===== config.mk =====
export PLATFORM = sky130hd
export DESIGN_NAME = rmw_seq
export DESIGN_NICKNAME = d
export VERILOG_FILES = /design/src/rtl/rmw_seq.sv
export SDC_FILE = /design/constraint.sdc
export NUM_CORES = 1
export LEC_CHECK = 0
export BUFFER_PORTS_ARGS = -buffer_cell sky130_fd_sc_hd__buf_2
export CORE_AREA = 2 2 97 99
export DETAILED_ROUTE_END_ITERATION = 8
export DIE_AREA = 0 0 99 101
export HOLD_SLACK_MARGIN = 0.03
export PLACE_DENSITY = 0.75
export SYNTH_ARGS = -nofsm -noshare
export SYNTH_HDL_FRONTEND = slang
export SYNTH_SLANG_ARGS = --single-unit

===== constraint.sdc =====
create_clock -name clk -period 3.25 [get_ports clk]
set_input_delay 0.1625 -clock clk [delete_from_list [all_inputs] [get_ports clk]]
set_output_delay 0.1625 -clock clk [all_outputs]
set_load 0.02 [all_outputs]

===== src/rtl/rmw_seq.sv =====
`timescale 1ns/1ps
module rmw_seq #(
  parameter int DW = 8
) (
  input  logic          clk,
  input  logic          rst_n,
  input  logic          start,
  input  logic [DW-1:0] opcode,
  input  logic [2*DW-1:0] op_pc,
  input  logic          page_sel,
  input  logic [DW-1:0] a_val,
  input  logic [DW-1:0] x_val,
  input  logic [DW-1:0] y_val,
  input  logic          c_val,
  input  logic [DW-1:0] bus_rdata,
  output logic [2*DW-1:0] bus_addr,
  output logic          bus_rd,
  output logic          bus_wr,
  output logic [DW-1:0] bus_wdata,
  output logic          reg_wr,
  output logic [1:0]    reg_dst,
  output logic [DW-1:0] reg_wdata,
  output logic          flag_wr,
  output logic          flag_n,
  output logic          flag_z,
  output logic          flag_c,
  output logic          busy,
  output logic          done,
  output logic          illegal
);
  localparam int AW = 2 * DW;
  localparam logic [1:0] M_REG = 2'd0, M_DP = 2'd1, M_DPX = 2'd2, M_ABS = 2'd3;
  localparam logic [2:0] F_INC = 3'd0, F_DEC = 3'd1, F_SHL = 3'd2,
                         F_SHR = 3'd3, F_ROL = 3'd4, F_ROR = 3'd5;
  localparam logic [1:0] T_A = 2'd0, T_X = 2'd1, T_Y = 2'd2;
  localparam logic [DW-1:0] ONE = 1;
  localparam logic [AW-1:0] ONE_W = 1;

  function automatic logic [7:0] decode(input logic [DW-1:0] o);
    case (o)
      8'hBC: decode = {1'b1, M_REG, F_INC, T_A};
      8'h3D: decode = {1'b1, M_REG, F_INC, T_X};
      8'hFC: decode = {1'b1, M_REG, F_INC, T_Y};
      8'h9C: decode = {1'b1, M_REG, F_DEC, T_A};
      8'h1D: decode = {1'b1, M_REG, F_DEC, T_X};
      8'hDC: decode = {1'b1, M_REG, F_DEC, T_Y};
      8'h1C: decode = {1'b1, M_REG, F_SHL, T_A};
      8'h5C: decode = {1'b1, M_REG, F_SHR, T_A};
      8'h3C: decode = {1'b1, M_REG, F_ROL, T_A};
      8'h7C: decode = {1'b1, M_REG, F_ROR, T_A};
      8'hAB: decode = {1'b1, M_DP,  F_INC, T_A};
      8'h8B: decode = {1'b1, M_DP,  F_DEC, T_A};
      8'h0B: decode = {1'b1, M_DP,  F_SHL, T_A};
      8'h4B: decode = {1'b1, M_DP,  F_SHR, T_A};
      8'h2B: decode = {1'b1, M_DP,  F_ROL, T_A};
      8'h6B: decode = {1'b1, M_DP,  F_ROR, T_A};
      8'hBB: decode = {1'b1, M_DPX, F_INC, T_A};
      8'h9B: decode = {1'b1, M_DPX, F_DEC, T_A};
      8'h1B: decode = {1'b1, M_DPX, F_SHL, T_A};
      8'h5B: decode = {1'b1, M_DPX, F_SHR, T_A};
      8'h3B: decode = {1'b1, M_DPX, F_ROL, T_A};
      8'h7B: decode = {1'b1, M_DPX, F_ROR, T_A};
      8'hAC: decode = {1'b1, M_ABS, F_INC, T_A};
      8'h8C: decode = {1'b1, M_ABS, F_DEC, T_A};
      8'h0C: decode = {1'b1, M_ABS, F_SHL, T_A};
      8'h4C: decode = {1'b1, M_ABS, F_SHR, T_A};
      8'h2C: decode = {1'b1, M_ABS, F_ROL, T_A};
      8'h6C: decode = {1'b1, M_ABS, F_ROR, T_A};
      default: decode = 8'h00;
    endcase
  endfunction

  logic [2:0]    step;
  logic [6:0]    dq;
  logic [DW-1:0] lo, hi, opnd;
  logic [AW-1:0] pc;
  logic [7:0]    dnew;

  assign dnew = decode(opcode);

  wire [1:0] mode = dq[6:5];
  wire [2:0] fn   = dq[4:2];
  assign reg_dst  = dq[1:0];
  assign busy     = step != 3'd0;

  wire s1 = step == 3'd1;
  wire s2 = step == 3'd2;
  wire s3 = step == 3'd3;
  wire s4 = step == 3'd4;

  wire fetch_lo = s1 && mode != M_REG;
  wire fetch_hi = s2 && mode == M_ABS;
  wire rd_tgt   = (mode == M_DP && s2) || ((mode == M_DPX || mode == M_ABS) && s3);
  wire wr_tgt   = (mode == M_DP && s3) || ((mode == M_DPX || mode == M_ABS) && s4);
  wire reg_step = mode == M_REG && s1;

  assign done    = reg_step || wr_tgt;
  assign bus_rd  = fetch_lo || fetch_hi || rd_tgt;
  assign bus_wr  = wr_tgt;
  assign reg_wr  = reg_step;
  assign flag_wr = done;

  logic [DW-1:0] idx;
  logic [AW-1:0] tgt;
  assign idx = lo + x_val;

  always_comb begin
    case (mode)
      M_DP:    tgt = {{(AW-DW-1){1'b0}}, page_sel, lo};
      M_DPX:   tgt = {{(AW-DW-1){1'b0}}, page_sel, idx};
      M_ABS:   tgt = {hi, lo};
      default: tgt = '0;
    endcase
  end

  always_comb begin
    if (fetch_lo)                bus_addr = pc;
    else if (fetch_hi)           bus_addr = pc + ONE_W;
    else if (rd_tgt || wr_tgt)   bus_addr = tgt;
    else                         bus_addr = '0;
  end

  logic [DW-1:0] src, res;
  logic          cout;

  always_comb begin
    if (mode == M_REG) begin
      case (reg_dst)
        T_X:     src = x_val;
        T_Y:     src = y_val;
        default: src = a_val;
      endcase
    end else begin
      src = opnd;
    end
  end

  always_comb begin
    res  = src;
    cout = c_val;
    case (fn)
      F_INC: res = src + ONE;
      F_DEC: res = src - ONE;
      F_SHL: {cout, res} = {src, 1'b0};
      F_SHR: {res, cout} = {1'b0, src};
      F_ROL: {cout, res} = {src, c_val};
      F_ROR: {res, cout} = {c_val, src};
      default: ;
    endcase
  end

  assign bus_wdata = wr_tgt ? res : '0;
  assign reg_wdata = reg_step ? res : '0;
  assign flag_n    = done & res[DW-1];
  assign flag_z    = done & (res == '0);
  assign flag_c    = done & cout;

  always_ff @(posedge clk) begin
    if (!rst_n) begin
      step    <= '0;
      dq      <= '0;
      pc      <= '0;
      lo      <= '0;
      hi      <= '0;
      opnd    <= '0;
      illegal <= 1'b0;
    end else begin
      illegal <= 1'b0;
      if (!busy) begin
        if (start) begin
          if (dnew[7]) begin
            step <= 3'd1;
            dq   <= dnew[6:0];
            pc   <= op_pc;
          end else begin
            illegal <= 1'b1;
          end
        end
      end else begin
        step <= done ? 3'd0 : step + 3'd1;
        if (fetch_lo) lo   <= bus_rdata;
        if (fetch_hi) hi   <= bus_rdata;
        if (rd_tgt)   opnd <= bus_rdata;
      end
    end
  end

  // a write goes to the address read in the cycle before
  p_wr_after_rd_r3: assert property (@(posedge clk) disable iff (!rst_n)
    bus_wr |-> ($past(bus_rd) && bus_addr == $past(bus_addr)));

  p_no_rdwr_r3: assert property (@(posedge clk) disable iff (!rst_n)
    !(bus_rd && bus_wr));

  p_reg_quiet_r2: assert property (@(posedge clk) disable iff (!rst_n)
    reg_wr |-> (!bus_rd && !bus_wr && done));

  p_illegal_idle_r9: assert property (@(posedge clk) disable iff (!rst_n)
    illegal |-> (!busy && !bus_rd && !bus_wr));

  p_idle_after_done_r10: assert property (@(posedge clk) disable iff (!rst_n)
    done |=> !busy);

  p_strobes_busy_r1: assert property (@(posedge clk) disable iff (!rst_n)
    (bus_rd || bus_wr || reg_wr) |-> busy);
endmodule


* Word level (Yosys, flattened, before mapping)
Index checks and enable logic that the tools add are counted.
** Cells by class
- $add $sub $neg :: 5
- Equality and inequality tests :: 42
- Multiplexer cells :: 16
- Bitwise operators :: 6
- Reductions and logical operators :: 29
** Operator list (number)
- $pmux W8 S28 :: 1
- $eq A8 B8 Y1 const B :: 10
- $eq A8 B7 Y1 const B :: 8
- $mux W16 :: 3
- $pmux W16 S3 :: 1
- $pmux W8 S6 :: 1
- $eq A8 B6 Y1 const B :: 5
- $eq A8 B5 Y1 const B :: 3
- $mux W8 :: 3
- $add A16 B1 Y16 const B :: 1
- $eq A8 B4 Y1 const B :: 2
- $pmux W8 S2 :: 1
- $eq A3 B2 Y1 const B :: 4
- $mux W3 :: 4
- $eq A3 B3 Y1 const B :: 3
- $add A8 B1 Y8 const B :: 1
- $add A8 B8 Y8 :: 1
- $logic_not A8 Y1 :: 1
- $reduce_and A2 Y1 :: 4
- $sub A8 B1 Y8 const B :: 1
- $logic_and A1 B1 Y1 :: 7
- $logic_or A1 B1 Y1 :: 7
- $eq A2 B2 Y1 const B :: 3
- $eq A3 B1 Y1 const B :: 2
- 13 further kinds :: 21
** Word-level totals
- Flip-flop bits (word level) :: 51
- Input bits :: 61
- Output and inout bits :: 44
- Word-level logic and storage cells :: 105

* Logic depth before layout (Yosys ltp)
Gate-level depths: netlist (run 1).
- Depth after elaboration :: 8
- Gate-level depth with buffers :: 15
- Gate-level depth less buffers :: 13

* Least setup slack after synthesis (run 1)
Ideal clock, no wire load.
- Kind :: register to output
- From :: register dq[0]
- To :: output port flag_z
- Data arrival time :: 3.348 ns
- Required time :: 3.087 ns
- Slack :: -0.261 ns
- Cell stages (with the launch flop) :: 15
- Path buffers :: 2
- Cells stage by stage :: dfxtp_1 > inv_1 > ha_1 > buf_6 > or3_1 > buf_6 > o221ai_2 > ha_1 > a211oi_1 > o21bai_1 > a21oi_1 > or4_1 > o211ai_1 > nand4_1 > and4b_1
** On the way
- Longest elaborated chain between the ends :: 7
- Elaborated cells between the ends (all ways) :: 9
- Those cells by class :: add/sub: 2; eq/ne: 2; mux: 3; bitwise: 1; reduce/logical: 1
** Ends and longest elaborated chain
- start, declared :: RTL line 74 : logic [6:0] dq;
- start signal, assigned :: RTL line 173 : dq <= dnew[6:0];
- $eq A2 B2 Y1 / $eq A2 B1 Y1 (equally long branches) :: RTL line 128 : case (reg_dst)
- $pmux W8 S2 * :: RTL line 128
- $mux W8 * :: RTL line 127 : if (mode == M_REG) begin
- $sub A8 B1 Y8 / $add A8 B1 Y8 (equally long branches) :: RTL line 143, 142
- $pmux W8 S6 * :: RTL line 141 : case (fn)
- $logic_not A8 Y1 * :: RTL line 155 : assign flag_z = done & (res == '0);
- $and A1 B1 Y1 * :: RTL line 155
- end, declared :: RTL line 25 : output logic flag_z,
Mark *: on every way between the ends. The rest lies on a longest branch, timed or not.

* Worst setup path after layout (run 1)
- From :: register dq[1]
- To :: output port flag_z
The elaborated chain is that of the path after synthesis.

==> impl_table.tex, run 1 <==
\begin{tabular}{lr}
\hline
Metric & Value \\
\hline
\multicolumn{2}{l}{\textbf{Yosys}} \\
Synthesized cell area & 4270 um\^{}2 \\
Synthesized netlist cell count & 567 \\
Number of register bits inferred by synthesis & 51 \\
Unique cell type count in the Yosys netlist & 71 \\
Share of the yosys chip area belonging to registers & 23.9\% \\
Number of warnings printed during yosys synthesis & 0 \\
Async set-reset flop share out of synthesis & 0\% \\
Most frequently used flop master after synthesis & dfxtp\_1 \\
Synth Area per Inst & 7.53 um\^{}2 \\
EDFF count, synth & 0 \\
Post-Synthesis Net Count & 651 \\
\multicolumn{2}{l}{\textbf{Worst setup path}} \\
R2r worst-path depth & 7 \\
Crit start category & flop \\
CP Max Fanout & 5 \\
WS Path Type & flop to primary output \\
Crit end category & primary output \\
Largest stage delay, worst path & 0.40 ns \\
Dominant cell type by count on the critical path & ha\_4 \\
Cell with the largest stage delay on the worst path & or4\_1 \\
Critical path cell sequence & ha\_4, or3\_4, o221ai\_4, ha\_4, a211oi\_4, o21bai\_1, a21oi\_1, or4\_1, o211ai\_1, nand4\_1, and4b\_2, buf\_6 \\
Required time reported for the critical path endpoint & 3.09 ns \\
Worst Path Arrival & 3.32 ns \\
\multicolumn{2}{l}{\textbf{Placement}} \\
Cell area after placement & 5120 um\^{}2 \\
Estimated wirelength of the detail-placed design & 10.2 mm \\
Port bufs & 104 \\
Routability congestion estimate & 0.938 \\
\multicolumn{2}{l}{\textbf{Timing}} \\
Max Freq & 287 MHz \\
Post-layout min period & 3.48 ns \\
Slew Viols, Final & 0 \\
Setup repair after global routing missed its margin & yes \\
Worst slew margin & 52.4\% \\
Count of final setup violators & 8 \\
Actual transition at the worst max-transition pin & 0.714 ns \\
Hold violation count in the final report & 0 \\
Worst-case clock skew & 0.0148 ns \\
Portion of the clock cycle consumed by the worst path in the final layout & 107\% \\
Final Hold Slack & 0.0844 ns \\
Final setup margin & -0.231 ns \\
\multicolumn{2}{l}{\textbf{GRT}} \\
Pin count of the biggest net entering global routing & 52 \\
Number of global-route vias before repair & 4406 \\
Antenna violations before repair & 0 \\
Residual overflow from global routing & 0 \\
Total routing resource utilization after global routing & 25.7\% \\
Wire length of the first global-routing pass & 21.2 mm \\
\multicolumn{2}{l}{\textbf{Job}} \\
Max cap viols & 0 \\
\multicolumn{2}{l}{\textbf{Clock tree}} \\
Total clock sinks & 51 \\
Worst-Skew Late Latency & 0.32 ns \\
Clock edge transition at the registers on the reported setup and hold paths & 0.10 ns \\
Root buf cell & clkbuf\_8 \\
TritonCTS clock tree & yes \\
Num CTS Buffers & 5 \\
Depth of the CTS H-tree & 2 \\
Maximum clock insertion buffer count & 2 \\
Cts-stage hold buffer count & 0 \\
\multicolumn{2}{l}{\textbf{Floorplan}} \\
Die outline area & 10000 um\^{}2 \\
Number of placed I/O pins & 105 \\
Overall die width & 99 um \\
Starting density of the core & 47.6\% \\
Core region area & 8980 um\^{}2 \\
Num rows & 35 \\
Vertical die dimension & 101 um \\
\multicolumn{2}{l}{\textbf{Min path}} \\
Class of the tightest hold or removal check & primary input to flop \\
Worst hold path cell count & 3 \\
\multicolumn{2}{l}{\textbf{Layout}} \\
Number of filler instances in the final layout & 829 \\
Final nets & 770 \\
Most frequent cells in the layout & buf\_2 (97), nand2\_1 (81), o21ai\_0 (55), dfxtp\_1 (49), buf\_4 (46) \\
Area of combinational cells with multiple inputs & 3150 um\^{}2 \\
Layout Area Growth over Synthesis & 26.0\% \\
Sequential cell area & 1030 um\^{}2 \\
Layout cells sized above 1 & 29.5\% \\
Most frequent standard cell in the layout excluding fill and tap cells & buf\_2 \\
Non-Filler Cell Area, Final & 5380 um\^{}2 \\
N\_diodes & 0 \\
\multicolumn{2}{l}{\textbf{Pwr}} \\
Leak pwr & 0.00221 uW \\
Power per unit of standard cell area & 332 nW/um\^{}2 \\
Total Power Consumption & 1780 uW \\
Worst vdd rail ir drop & 201 uV \\
\multicolumn{2}{l}{\textbf{Drt}} \\
Routed Wire Length & 13.1 mm \\
DRC & 0 \\
DR pass1 iterations & 5 \\
Count of antenna-violating nets left after detailed routing & 0 \\
Via-to-Cell Ratio & 5.91 \\
Routed vias & 4714 \\
Average wire per cell in the routed design & 16.4 um \\
DRT iter0 DRCs & 243 \\
\multicolumn{2}{l}{\textbf{Outcome}} \\
Run status & finished, violations left \\
Violations in the final reports & setup timing \\
\hline
\end{tabular}
-- layer usage --
layer  track usage [%]  wire (um)  vias up
li1                  -          -     2312
met1              35.6       5970     2200
met2              41.2       5970      172
met3              3.74        857       30
met4              8.75        337        0
met5                 0          0        -
-- flip-flops by register name, summed over array words and instances (netlist names) --
signal,count
illegal,1
opnd,8
hi,8
step,3
pc,16
lo,8
dq,7
-- synth_stat cells (all sizes together) (4+ instances only) --
master	n	area share, %
nand2	82	7.2
o21ai	60	7.0
dfxtp	51	24
nor2	40	3.6
a21boi	36	6.3
a21oi	27	3.2
clkbuf	25	2.2
ha	21	6.2
inv	18	1.6
a22oi	16	2.9
nor2b	16	2.3
nand3	14	1.8
buf	12	1.9
mux2i	10	2.3
and2	9	1.3
nand2b	8	1.2
a21o	7	1.2
nor3	6	0.70
o221ai	6	2.1
and3	5	0.73
mux2	5	1.3
nand4	5	0.73
o21bai	5	0.88
a221oi	4	0.97
a22o	4	0.82
nor4b	4	0.82
o211ai	4	0.82
o22ai	4	0.59
o31ai	4	0.70
o32a	4	0.94
xnor2	4	0.82
xor2	4	0.82
-- timing repair --
item | in CTS | in global routing
resized for setup | 25 | 16
endpoints found under the hold margin | 0 | 0
endpoints found under the setup margin | 10 | 10
setup buffers | 3 | 1
pin swaps | 16 | 8
-- critical path: cells and delay by family (launching register included) --
family / cells / cell delay, ns
AND/OR/NAND/NOR: 4 / 1.20
AO/OA/AOI/OAI: 5 / 0.82
adder cells (fa/ha/maj): 2 / 0.49
flip-flops: 1 / 0.37
buffers and inverters: 1 / 0.11
-- report_power, final --
group	total, uW	switching [uW]	internal [uW]
sequential	669	23.5	645
clock	397	239	159
combinational	718	441	277
-- final cells by class --
class / count / share of cell area (%)
clock inverters: 3 / 0.512
clock buffers: 5 / 1.28
multi-input cells: 461 / 58.6
well taps: 111 / 2.58
repair buffers: 149 / 16.7
flip-flops and latches: 51 / 19.1
inverters: 18 / 1.26
-- metrics by stage --
| stage | setup slack, ns | cells | TNS [ns] | util, % |
|---|---|---|---|---|
| 2_1_floorplan | -0.0381 | 567 | -0.0381 | - |
| 3_3_place_gp | -0.0290 | 788 | -0.0290 | 57.0 |
| 3_5_place_dp | -0.0754 | 788 | -0.106 | 57.0 |
| 4_1_cts | -0.169 | 798 | -0.552 | 59.4 |
| 5_1_grt | -0.360 | 798 | -2.02 | 59.9 |
| 6_report | -0.231 | 798 | -0.801 | 59.9 |
-- logic make-up after synthesis --
kind of cell | share of synthesized area, %
xor+xnor | 1.64
buf+inv | 5.72
flops | 23.9
compound gates | 34.1
mux | 3.66
simple gates | 23.9
fa+ha+maj | 7.09
-- path summary, 6_finish.rpt --
kind             start  endpoint  slack [ns]
max reg2reg      dq[5]     lo[0]        0.96
max              dq[1]    flag_z       -0.23
min reg2reg      hi[7]     hi[7]        0.50
min          op_pc[10]    pc[10]        0.08
Power figures use the tool's default switching activity.
==> run 2: changes to the inputs <==
--- a/config.mk
+++ b/config.mk
@@ -10,7 +10,7 @@
 export DETAILED_ROUTE_END_ITERATION = 8
 export DIE_AREA = 0 0 99 101
 export HOLD_SLACK_MARGIN = 0.03
-export PLACE_DENSITY = 0.75
+export PLACE_DENSITY_LB_ADDON = 0.08
 export SYNTH_ARGS = -nofsm -noshare
 export SYNTH_HDL_FRONTEND = slang
 export SYNTH_SLANG_ARGS = --single-unit
==> run 2 against run 1 <==
The run still ends with setup timing left. First-iteration DRC count is 19% lower. Clock skew decreased by 0.00052 ns. Flip-flop and latch count stayed put. Non-clock buffer count fell by 5. Routed wire length grew 2.3%. Clock power about the same. Worst hold slack lost 0.0028 ns. Global-route usage rose by 0.55 points. Sequential power is essentially flat. Critical endpoint unchanged.
==> impl_table.tex, run 2 (synthesis results as in run 1) <==
\begin{tabular}{lr}
\hline
Metric & Value \\
\hline
\multicolumn{2}{l}{\textbf{Timing}} \\
Worst slew margin & 51.4\% (-1.0 points) \\
Final Hold Slack & 0.0816 ns (-0.00275 ns) \\
Slew Viols, Final & 0 (unchanged) \\
Count of final setup violators & 8 (unchanged) \\
Hold violation count in the final report & 0 (unchanged) \\
Post-layout min period & 3.47 ns (-0.00967 ns) \\
Portion of the clock cycle consumed by the worst path in the final layout & 107\% (-0.30 points) \\
Max Freq & 288 MHz (+0.28\%) \\
Actual transition at the worst max-transition pin & 0.730 ns (+0.0153 ns) \\
Worst-case clock skew & 0.0143 ns (-0.000518 ns) \\
Setup repair after global routing missed its margin & yes \\
Final setup margin & -0.221 ns (+0.00967 ns) \\
\multicolumn{2}{l}{\textbf{GRT}} \\
Pin count of the biggest net entering global routing & 52 (unchanged) \\
Antenna violations before repair & 0 (unchanged) \\
Number of global-route vias before repair & 4259 (-3.3\%) \\
Residual overflow from global routing & 0 (unchanged) \\
Wire length of the first global-routing pass & 21.6 mm (+1.8\%) \\
Total routing resource utilization after global routing & 26.3\% (+0.55 points) \\
\multicolumn{2}{l}{\textbf{Worst setup path}} \\
Crit start category & flop \\
Worst Path Arrival & 3.31 ns (about the same) \\
CP Max Fanout & 4 (-1) \\
Start point of the critical path & dq[0] \\
Required time reported for the critical path endpoint & 3.09 ns (about the same) \\
Crit end category & primary output \\
R2r worst-path depth & 8 (+1) \\
Last element of the critical path & flag\_z \\
WS Path Type & flop to primary output \\
Reg-to-Reg End & hi[0] \\
Slack of the worst reg-to-reg path & 0.83 ns (-0.13 ns) \\
Startpoint of the lowest-slack register-to-register path & step[0] \\
\multicolumn{2}{l}{\textbf{Drt}} \\
Routed vias & 4716 (+0.042\%) \\
DR pass1 iterations & 4 (-1) \\
Average wire per cell in the routed design & 16.9 um (+2.9\%) \\
Count of antenna-violating nets left after detailed routing & 0 (unchanged) \\
Routed Wire Length & 13.4 mm (+2.3\%) \\
DRC & 0 (unchanged) \\
DRT iter0 DRCs & 198 (-19\%) \\
Via-to-Cell Ratio & 5.95 (+0.67\%) \\
\multicolumn{2}{l}{\textbf{Layout}} \\
Most frequent cells in the layout & buf\_2 (95), nand2\_1 (82), o21ai\_0 (56), dfxtp\_1 (48), buf\_4 (40) \\
Final nets & 765 (-0.65\%) \\
Layout cells sized above 1 & 30.5\% (+0.95 points) \\
Number of filler instances in the final layout & 808 (-2.5\%) \\
N\_diodes & 0 (unchanged) \\
Register name with the most flops & pc \\
Layout Area Growth over Synthesis & 27.2\% \\
Most frequent standard cell in the layout excluding fill and tap cells & buf\_2 \\
Flip-flop count of the largest register, all copies and words added & 16 (unchanged) \\
\multicolumn{2}{l}{\textbf{Clock tree}} \\
Root buf cell & clkbuf\_8 \\
Maximum clock insertion buffer count & 2 (unchanged) \\
TritonCTS clock tree & yes \\
Worst-Skew Late Latency & 0.31 ns (about the same) \\
Depth of the CTS H-tree & 2 (unchanged) \\
Clock edge transition at the registers on the reported setup and hold paths & 0.11 ns (about the same) \\
Total clock sinks & 51 (unchanged) \\
Num CTS Buffers & 5 (unchanged) \\
\multicolumn{2}{l}{\textbf{Placement}} \\
Estimated wirelength of the detail-placed design & 10.2 mm (+0.59\%) \\
Routability congestion estimate & 0.940 (+0.27\%) \\
Port bufs & 104 (unchanged) \\
Worst setup timing slack at the placement stage & -0.0867 ns (-0.0113 ns) \\
\multicolumn{2}{l}{\textbf{Outcome}} \\
Violations in the final reports & setup timing \\
Run status & finished, violations left \\
\multicolumn{2}{l}{\textbf{Pwr}} \\
Leak pwr & 0.00219 uW (-1.1\%) \\
Share of total power in sequential cells & 36.9\% (-0.6 points) \\
Worst vdd rail ir drop & 211 uV (+4.8\%) \\
Net switching fraction of the power & 39.5\% (about the same) \\
Switch Pwr & 715 uW (+1.6\%) \\
Power per unit of standard cell area & 334 nW/um\^{}2 (+0.57\%) \\
Clock network power share & 21.9\% (-0.4 points) \\
Pint & 1100 uW (+1.4\%) \\
Relative contribution of combinational cells to total power & 41.2\% (+0.9 points) \\
\multicolumn{2}{l}{\textbf{Floorplan}} \\
Number of placed I/O pins & 105 (unchanged) \\
Overall die width & 99 um (unchanged) \\
Vertical die dimension & 101 um (unchanged) \\
Num rows & 35 (unchanged) \\
Die outline area & 10000 um\^{}2 (unchanged) \\
Core region area & 8980 um\^{}2 (unchanged) \\
Starting density of the core & 47.6\% (unchanged) \\
\multicolumn{2}{l}{\textbf{Min path}} \\
Class of the tightest hold or removal check & primary input to flop \\
\multicolumn{2}{l}{\textbf{Job}} \\
Max cap viols & 0 (unchanged) \\
\hline
\end{tabular}
-- run 2: cell types whose count changed in the layout (fill, tap and decap cells not counted), moves of 2 or more --
cell / change
dfxtp_2: +2
inv_1: -2
o21ai_1: -3
buf_2: -2
nor2_4: +3
ha_2: +2
ha_1: -3
buf_6: +3
o21ai_2: +2
nor2_1: -2
buf_4: -6
-- run 2: worst min-delay path by stage --
stage / cells past startpoint / end / startpoint
after floorplan: 2 / illegal / start
after global placement: 3 / pc[13] / op_pc[13]
after detailed placement: 3 / pc[5] / op_pc[5]
after CTS: 3 / pc[11] / op_pc[11]
after global routing: 3 / pc[14] / op_pc[14]
final: 3 / pc[11] / op_pc[11]
-- run 2: power by group through the flow --
stage | sequential, uW | combinational (uW) | clock, uW
3_5_place_dp | 682 | 663 | 0
3_3_place_gp | 681 | 658 | 0
5_1_grt | 672 | 810 | 434
6_report | 669 | 746 | 396
4_1_cts | 668 | 718 | 407
2_1_floorplan | 679 | 432 | 0
-- run 2: through the flow --
step           util (%)  power [uW]  instances  area, um^2  setup TNS, ns
2_1_floorplan         -        1110        567        4310        -0.0381
3_3_place_gp       56.3        1340        779        5050        -0.0183
3_5_place_dp       56.3        1350        779        5050         -0.198
6_report           60.5        1810        793        5430          -1.02
5_1_grt            60.5        1920        793        5430          -2.17
4_1_cts            59.8        1790        791        5370         -0.609
-- run 2: final cells by class --
class	count	area [um^2]	area share, %
multi-input combinational	461	3220	59.3
sequential	51	1020	18.9
timing repair buffer	144	877	16.2
tap	111	139	2.56
inverter	18	70.1	1.29
clock buffer	5	68.8	1.27
clock inverter	3	27.5	0.507
-- run 2: repair_timing --
item,4_1_cts,5_1_grt
hold buffers,0,0
setup endpoints to repair,10,10
resized for setup,49,12
pin swaps,16,0
buffers inserted,4,2
-- run 2: layer usage --
| metal | track usage [%] | vias up | part of all wire, % |
|---|---|---|---|
| met5 | 0 | - | 0 |
| met4 | 8.43 | 0 | 2.6 |
| met3 | 3.40 | 29 | 6.1 |
| met2 | 42.3 | 166 | 46 |
| met1 | 36.6 | 2220 | 45 |
| li1 | - | 2301 | - |
-- run 2: worst max-delay path, stage by stage (launching register included) --
cell and delay [ns]:
dfxtp_2 0.35, inv_2 0.04, ha_4 0.21, or3_4 0.41, o221ai_4 0.19, ha_4 0.24
a211oi_4 0.27, o21bai_1 0.15, a21oi_1 0.08, or4_1 0.40, o211ai_1 0.14, nand4_1 0.11
and4b_2 0.29, buf_6 0.12
